--- src/rtl/idbr_pkg.sv ---
package idbr_pkg;

    typedef enum logic [1:0] {
        SRC_RF  = 2'd0,
        SRC_MEM = 2'd1,
        SRC_WB  = 2'd2
    } src_e;

    typedef enum logic [2:0] {
        HZ_NONE   = 3'd0,
        HZ_X_ALU  = 3'd1,
        HZ_X_LOAD = 3'd2,
        HZ_M_LOAD = 3'd3,
        HZ_M_PEND = 3'd4,
        HZ_W_PEND = 3'd5
    } hz_e;

endpackage

--- src/rtl/idbr_operand.sv ---
module idbr_operand
    import idbr_pkg::*;
#(
    parameter int XLEN         = 32,
    parameter int RW           = 5,
    parameter bit CONSERVATIVE = 1'b0
) (
    input  logic            br_valid,
    input  logic [RW-1:0]   src,
    input  logic [XLEN-1:0] rf_val,
    input  logic [RW-1:0]   ex_rd,
    input  logic            ex_wr,
    input  logic            ex_load,
    input  logic [RW-1:0]   mem_rd,
    input  logic            mem_wr,
    input  logic            mem_load,
    input  logic [XLEN-1:0] mem_val,
    input  logic [RW-1:0]   wb_rd,
    input  logic            wb_wr,
    input  logic [XLEN-1:0] wb_val,
    output src_e            sel,
    output logic [XLEN-1:0] val,
    output logic            hold
);

    logic live;
    logic hit_x;
    logic hit_m;
    logic hit_w;
    hz_e  kind;

    // register 0 is hard-wired and never tracked
    assign live  = br_valid && (src != '0);
    assign hit_x = live && ex_wr  && (ex_rd  == src);
    assign hit_m = live && mem_wr && (mem_rd == src);
    assign hit_w = live && wb_wr  && (wb_rd  == src);

    generate
        if (CONSERVATIVE) begin : g_wait
            // wait for every producer to retire, read the register file
            always_comb begin
                kind = HZ_NONE;
                if (hit_x)      kind = ex_load ? HZ_X_LOAD : HZ_X_ALU;
                else if (hit_m) kind = HZ_M_PEND;
                else if (hit_w) kind = HZ_W_PEND;
            end
            assign sel = SRC_RF;
        end else begin : g_fwd
            always_comb begin
                kind = HZ_NONE;
                if (hit_x)                 kind = ex_load ? HZ_X_LOAD : HZ_X_ALU;
                else if (hit_m && mem_load) kind = HZ_M_LOAD;
            end
            // younger producer wins
            always_comb begin
                if (hit_m)      sel = SRC_MEM;
                else if (hit_w) sel = SRC_WB;
                else            sel = SRC_RF;
            end
        end
    endgenerate

    always_comb begin
        unique case (sel)
            SRC_MEM: val = mem_val;
            SRC_WB:  val = wb_val;
            default: val = rf_val;
        endcase
    end

    assign hold = (kind != HZ_NONE);

endmodule

--- src/rtl/idbr_compare.sv ---
module idbr_compare #(
    parameter int XLEN = 32,
    parameter int IMMW = 16
) (
    input  logic [XLEN-1:0] op_a,
    input  logic [XLEN-1:0] op_b,
    input  logic [XLEN-1:0] pc4,
    input  logic [IMMW-1:0] imm,
    output logic            equal,
    output logic [XLEN-1:0] target
);

    localparam int EXTW = XLEN - IMMW;

    logic [XLEN-1:0] diff_bits;
    logic [XLEN-1:0] imm_sx;

    // equality without a carry chain: any differing bit clears the NOR
    assign diff_bits = op_a ^ op_b;
    assign equal     = ~|diff_bits;

    assign imm_sx = {{EXTW{imm[IMMW-1]}}, imm};
    assign target = pc4 + imm_sx;

endmodule

--- src/rtl/idbr_pc.sv ---
module idbr_pc #(
    parameter int              XLEN     = 32,
    parameter logic [XLEN-1:0] RESET_PC = '0
) (
    input  logic            clk,
    input  logic            rst_n,
    input  logic            hold,
    input  logic            redirect,
    input  logic [XLEN-1:0] target,
    output logic [XLEN-1:0] pc
);

    localparam logic [XLEN-1:0] STEP = XLEN'(4);

    always_ff @(posedge clk or negedge rst_n) begin
        if (!rst_n) begin
            pc <= RESET_PC;
        end else if (!hold) begin
            pc <= redirect ? target : pc + STEP;
        end
    end

endmodule

--- src/rtl/id_branch_unit.sv ---
module id_branch_unit
    import idbr_pkg::*;
#(
    parameter int              XLEN         = 32,
    parameter int              RW           = 5,
    parameter int              IMMW         = 16,
    parameter bit              CONSERVATIVE = 1'b0,
    parameter logic [XLEN-1:0] RESET_PC     = '0
) (
    input  logic            clk,
    input  logic            rst_n,
    input  logic            id_branch,
    input  logic [RW-1:0]   id_rs,
    input  logic [RW-1:0]   id_rt,
    input  logic [XLEN-1:0] id_rs_val,
    input  logic [XLEN-1:0] id_rt_val,
    input  logic [XLEN-1:0] id_pc4,
    input  logic [IMMW-1:0] id_imm,
    input  logic [RW-1:0]   ex_rd,
    input  logic            ex_wr,
    input  logic            ex_load,
    input  logic [RW-1:0]   mem_rd,
    input  logic            mem_wr,
    input  logic            mem_load,
    input  logic [XLEN-1:0] mem_val,
    input  logic [RW-1:0]   wb_rd,
    input  logic            wb_wr,
    input  logic [XLEN-1:0] wb_val,
    output logic            br_taken,
    output logic [XLEN-1:0] br_target,
    output logic            stall_fd,
    output logic            ex_bubble,
    output logic [1:0]      fwd_a_sel,
    output logic [1:0]      fwd_b_sel,
    output logic [XLEN-1:0] fetch_pc
);

    localparam int NOPS = 2;

    logic [NOPS-1:0][RW-1:0]   op_src;
    logic [NOPS-1:0][XLEN-1:0] op_rf;
    logic [NOPS-1:0][XLEN-1:0] op_val;
    src_e                      op_sel [NOPS];
    logic [NOPS-1:0]           op_hold;
    logic                      ops_equal;

    assign op_src[0] = id_rs;
    assign op_src[1] = id_rt;
    assign op_rf[0]  = id_rs_val;
    assign op_rf[1]  = id_rt_val;

    generate
        for (genvar i = 0; i < NOPS; i++) begin : g_op
            idbr_operand #(
                .XLEN         (XLEN),
                .RW           (RW),
                .CONSERVATIVE (CONSERVATIVE)
            ) u_op (
                .br_valid (id_branch),
                .src      (op_src[i]),
                .rf_val   (op_rf[i]),
                .ex_rd    (ex_rd),
                .ex_wr    (ex_wr),
                .ex_load  (ex_load),
                .mem_rd   (mem_rd),
                .mem_wr   (mem_wr),
                .mem_load (mem_load),
                .mem_val  (mem_val),
                .wb_rd    (wb_rd),
                .wb_wr    (wb_wr),
                .wb_val   (wb_val),
                .sel      (op_sel[i]),
                .val      (op_val[i]),
                .hold     (op_hold[i])
            );
        end
    endgenerate

    idbr_compare #(
        .XLEN (XLEN),
        .IMMW (IMMW)
    ) u_cmp (
        .op_a   (op_val[0]),
        .op_b   (op_val[1]),
        .pc4    (id_pc4),
        .imm    (id_imm),
        .equal  (ops_equal),
        .target (br_target)
    );

    assign stall_fd  = |op_hold;
    assign ex_bubble = stall_fd;
    assign br_taken  = id_branch && !stall_fd && ops_equal;
    assign fwd_a_sel = op_sel[0];
    assign fwd_b_sel = op_sel[1];

    idbr_pc #(
        .XLEN     (XLEN),
        .RESET_PC (RESET_PC)
    ) u_pc (
        .clk      (clk),
        .rst_n    (rst_n),
        .hold     (stall_fd),
        .redirect (br_taken),
        .target   (br_target),
        .pc       (fetch_pc)
    );

endmodule

--- config.mk ---
export PLATFORM = sky130hd
export DESIGN_NAME = id_branch_unit
export DESIGN_NICKNAME = d
export VERILOG_FILES = /design/src/rtl/idbr_pkg.sv /design/src/rtl/idbr_operand.sv /design/src/rtl/idbr_compare.sv /design/src/rtl/idbr_pc.sv /design/src/rtl/id_branch_unit.sv
export SDC_FILE = /design/constraint.sdc
export NUM_CORES = 1
export LEC_CHECK = 0
export BUFFER_PORTS_ARGS = -buffer_cell sky130_fd_sc_hd__buf_4
export CAP_MARGIN = 20
export CORE_MARGIN = 1.5
export CORE_UTILIZATION = 50
export CTS_BUF_LIST = sky130_fd_sc_hd__clkbuf_4 sky130_fd_sc_hd__clkbuf_8
export DETAILED_ROUTE_END_ITERATION = 6
export MAX_ROUTING_LAYER = met4
export PLACE_DENSITY = 0.85
export SYNTH_ARGS = -nofsm -noshare
export SYNTH_HDL_FRONTEND = slang
export SYNTH_SLANG_ARGS = --single-unit
export TNS_END_PERCENT = 5
--- constraint.sdc ---
create_clock -name clk -period 4.2 [get_ports clk]
set_input_delay 0 -clock clk [delete_from_list [all_inputs] [get_ports clk]]
set_output_delay 0 -clock clk [all_outputs]
set_load 0.1 [all_outputs]
### Word level (Yosys, flattened, before mapping)

Cells that the tools add are included.

| storage, ports and cells | value |
|---|---|
| register bits after elaboration | 32 |
| input bits | 209 |
| output and inout bits | 71 |
| word-level logic and storage cells | 52 |

| cells by class | value |
|---|---|
| add/sub/neg operators | 2 |
| eq/ne operators | 10 |
| multiplexer cells | 12 |
| bitwise logic cells | 1 |
| reductions and logical operators | 26 |

Operator list:

| operator | count |
|---|---|
| 32-bit case mux with 2 select lines | 2 |
| 32-bit by 3-bit adder with 32-bit output (second input constant) | 1 |
| 32-bit adder | 1 |
| 32-bit two-way mux | 1 |
| 32-bit OR reduction | 1 |
| 32-bit XOR | 1 |
| 5-bit equality test | 6 |
| 1-bit logical AND | 18 |
| 2-bit two-way mux | 7 |
| 5-bit nonzero test | 2 |
| 3-bit two-way mux | 2 |
| 3-bit nonzero test | 2 |
| 2-bit by 1-bit equality test with 1-bit output (second input constant) | 2 |
| 2-bit equality test (second input constant) | 2 |
| 1-bit logical NOT | 2 |
| 2-bit OR reduction | 1 |

### Longest topological paths before layout

| logic depth | value |
|---|---|
| word-level depth | 13 |
| mapped depth | 15 |
| gate-level depth less buffers | 14 |

### Cells and area by module

From an unflattened synthesis, not the netlist that was laid out.

| unflattened totals | value |
|---|---|
| cells, all modules | 929 |
| area total of the unflattened synthesis | 6506.2 µm² |

By module, submodules not included:

| module | times used | cells each | area an instance (µm²) | seq. area each (µm²) |
|---|---|---|---|---|
| idbr_compare | 1 | 318 | 2392.3 | 0.0 |
| idbr_operand | 2 | 185 | 1044.8 | 0.0 |
| idbr_pc | 1 | 238 | 1998.2 | 800.8 |
| id_branch_unit | 1 | 3 | 26.3 | 0.0 |

### Least setup slack after synthesis

No wires, ideal clock.

| timing path | value |
|---|---|
| path kind | input-to-reg |
| start | input id_pc4[0] |
| end | register u_pc.pc[30] |
| library setup time | 0.071 ns |
| arrival time | 3.754 ns |
| required time | 4.129 ns |
| path slack | 0.374 ns |
| stages | 14 |
| path buffers | 0 |
| cell sequence | ha_1 inv_1 fa_1 nand2b_1 a21oi_1 o21ai_0 a211oi_1 a2111oi_0 a21oi_1 a211oi_1 o21bai_1 a21oi_1 xnor2_1 a211o_1 |

| on the way | value |
|---|---|
| longest elaborated chain between the ends | 2 |

Ends and longest elaborated chain:

| what | line | RTL |
|---|---|---|
| from (decl) | id_branch_unit.sv:17 | `input logic [XLEN-1:0] id_pc4,` |
| 32-bit adder | idbr_compare.sv:23 | `assign target = pc4 + imm_sx;` |
| via br_target[30] | id_branch_unit.sv:30 | `output logic [XLEN-1:0] br_target,` |
| 32-bit two-way mux | idbr_pc.sv:19 | `pc <= redirect ? target : pc + STEP;` |
| to (signal assigned) | idbr_pc.sv:19 |  |
| to (decl) | idbr_pc.sv:10 | `output logic [XLEN-1:0] pc` |

The timed path passes the listed nets, and every way through them passes these cells.
A chain may end at the register's enable or synchronous reset.

### Worst setup path after layout

| timing path | value |
|---|---|
| start | input id_pc4[0] |
| end | output br_target[30] |

| on the way | value |
|---|---|
| longest elaborated chain between the ends | 1 |

Ends and longest elaborated chain:

| what | line |
|---|---|
| 32-bit adder | idbr_compare.sv:23 |
| to (decl) | id_branch_unit.sv:30 |

Every way passes these cells.

==> results.yml <==
status:
  status: "complete, but fails checks"
  violations: "design-rule violations"
sta:
  rsz0062_at_grt: "no"
  hold_viol_final: 0
  drv_slew: 0
  skew_ns: 0.00686
  fmax_ghz: 0.281
  max_slew_margin_pct: 44.6
  finalWorstSetupSlack_ns: 0.640
  worst_pin_slew_ns: 0.810
  final-setup-viol-count: 0
  post-route-period-util_pct: 84.8
  finalSetupTns_ns: 0
  min_period_ns: 3.56
die:
  core_um2: 11600
  rows: 39
  die_y_um: 112
  die_w_um: 112
  fp.dieArea_um2: 12600
  top_level_ports: 280
  start_util_pct: 51.7
critical_path:
  arrival_ns: 3.56
  r2r_end: "u_pc.pc[30]$_DFFE_PN0N_"
  worstSetupPathType: "in -> out"
  rr_startpoint: "u_pc.pc[2]$_DFFE_PN0N_"
  cp-start-kind: "input pin"
  reg2reg_slack_ns: 1.10
  endpoint_kind: "primary output"
  ff2ff_path_depth: 12
  crit_fanout: 3
  worstPathRequired_ns: 4.20
route:
  drt_iter0_drc: 865
  ant_nets: 0
  wl_mm: 21.2
  vias_per_cell: 6.20
  vias: 7376
  dr.pass1.iters: 7
  wl_per_cell_um: 17.8
  drcViolationCount: 21
cells_and_area:
  area_growth_pct: 37.7
  final_net_count: 1288
  final_common_cell: "buf_4"
  top_register: "u_pc.pc"
  fillers: 987
  finalNonFillerCells: 1190
  largestRegisters: "u_pc.pc: 32 flops"
  drive_above_1_share_pct: 31.5
  mostFrequentLayoutCells: "buf_4 (292), a21oi_1 (66), nand2_1 (65)"
  diodes: 0
  largest_register_ffs: 32
clocking:
  post_cts_resized: 0
  hold_buffers: 1
  tritoncts: "built"
  clockBufferDepth: 2
  post-cts-setup-buffers: 0
  cts_buffers: 5
  clock_sinks: 32
  cts.htree.levels: 2
  clock_latency_ns: 0.29
  root_buffer: "clkbuf_8"
  path_clk_slew_ns: 0.07
logic_synthesis:
  synth-simple-area-share_pct: 24.7
  ys_async_sr_fraction_pct: 100
  avgSynthCellArea_um2: 7.53
  synth_ff_type: "dfrtp_1"
  synth-edff-count: 0
  synth_cell_type_count: 63
  syn_nets: 1037
  synth_compound_gate_area_share_pct: 32.2
  yosys.area_share.adder_pct: 7.02
  yosysWarningCount: 0
  synth-seq-cells: 32
  yosysSeqAreaShare_pct: 13.4
  synthCells: 795
  synthMuxAreaShare_pct: 3.91
  synth_xor_area_share_pct: 12.1
  syn-cell-area_um2: 5980
  synth_top_family_by_area: "compound AO/OA/AOI/OAI gates"
global_route:
  antenna_found_initial: 0
  grt-ovfl-total: 0
  grt_usage_pct: 33.1
  grt_pass1_wl_mm: 33.4
  grt_max_degree: 47
  grt_pass1_vias: 6857
power:
  p_leak_nw: 3.94
  powerDensity_nw_per_um2: 309
  ir_drop_mv: 0.339
placement:
  portBuffers: 278
  placed_cells: 1181
  dp_slack_ns: 0.697
  gp_congestion: 0.931
  dpl.hpwl_mm: 16.6
worst_hold_path:
  worst_hold_path.endpoint: "u_pc.pc[0]$_DFFE_PN0P_"
  min_path_type: "in -> reg"
  min_from: "id_imm[0]"
  min_path_cells: 3
run:
  drv_cap: 0
## metrics by stage
step                      cell area (um2)  util (%)  total power [mW]  hold slack, ns
final                                8240      71.2              2.55          0.0882
after global routing                 8240      71.2              2.65           0.112
after CTS                            8240      71.2              2.54          0.0890
after detailed placement             8140      70.4              2.29         -0.0402
after global placement               8140      70.4              2.27         -0.0362
after floorplan                      5980         -              1.79          -0.296
## worst max-delay path by stage
| stage | startpoint | endpoint | slack (ns) |
|---|---|---|---|
| 2_1_floorplan | id_pc4[0] | u_pc.pc[30]$_DFFE_PN0N_ | 0.37 |
| 3_3_place_gp | id_branch | u_pc.pc[16]$_DFFE_PN0N_ | 0.71 |
| 3_5_place_dp | id_branch | u_pc.pc[16]$_DFFE_PN0N_ | 0.70 |
| 4_1_cts | id_pc4[0] | br_target[30] | 0.73 |
| 5_1_grt | id_pc4[0] | br_target[30] | 0.31 |
| 6_report | id_pc4[0] | br_target[30] | 0.64 |
## layer usage
metal | vias to the layer above | GRT usage [%] | part of all wire [%] | wire [um]
li1 | 3519 | - | - | -
met5 | - | - | 0 | 0
met1 | 3362 | 40.5 | 40 | 8460
met2 | 422 | 54.5 | 47 | 9950
met4 | 0 | 15.9 | 4.5 | 955
met3 | 73 | 3.94 | 8.7 | 1840
## synth_stat cells, types with 12 or more instances
cell / count / share of area [%]
mux2i_1: 20 / 3.3
a32o_1: 30 / 5.0
ha_1: 32 / 6.7
a221oi_1: 20 / 2.9
dfrtp_1: 32 / 13
xor2_1: 42 / 6.1
nand4_1: 18 / 1.9
buf_2: 12 / 1.0
nor2_1: 35 / 2.2
nand3_1: 30 / 2.5
clkbuf_1: 26 / 1.6
inv_1: 34 / 2.1
o21a_1: 24 / 3.0
and3_1: 41 / 4.3
nand2_1: 65 / 4.1
and2_1: 12 / 1.3
xnor2_1: 41 / 6.0
a21o_1: 17 / 2.1
a21oi_1: 66 / 5.5
nor4_1: 14 / 1.5
a211o_1: 16 / 2.3
o21ai_0: 38 / 3.2
## power breakdown
part | leakage, nW | total, mW | internal [mW] | switching (mW)
Clock | 0.0510 | 0.245 | 0.131 | 0.114
Sequential | 0.384 | 0.431 | 0.360 | 0.0712
Combinational | 3.51 | 1.87 | 0.539 | 1.33
## cells by family after synthesis
kind of cell,Yosys count
buf+inv,85
fa+ha+maj,33
mux,23
xor+xnor,83
flops,32
simple gates,272
compound gates,267
## cell type report
class / instances / area, um2 / share of cell area [%]
Clock inverter: 2 / 10.0 / 0.121
Sequential cell: 32 / 801 / 9.72
Inverter: 35 / 131 / 1.59
Tap cell: 143 / 179 / 2.17
Timing Repair Buffer: 294 / 2220 / 27.0
Clock buffer: 6 / 82.6 / 1.00
Multi-Input combinational cell: 678 / 4810 / 58.4
## worst max-delay path: stages
cell,delay [ns]
buf_4,0.11
ha_1,0.24
inv_1,0.08
fa_1,0.19
nand2b_1,0.14
a21oi_1,0.11
o21ai_0,0.38
a211oi_1,0.16
a2111oi_0,0.76
a21oi_1,0.20
a211oi_1,0.35
o21bai_1,0.10
a21oi_1,0.18
xnor2_1,0.21
buf_4,0.36
No activity file was read; power rests on OpenSTA's default activity.
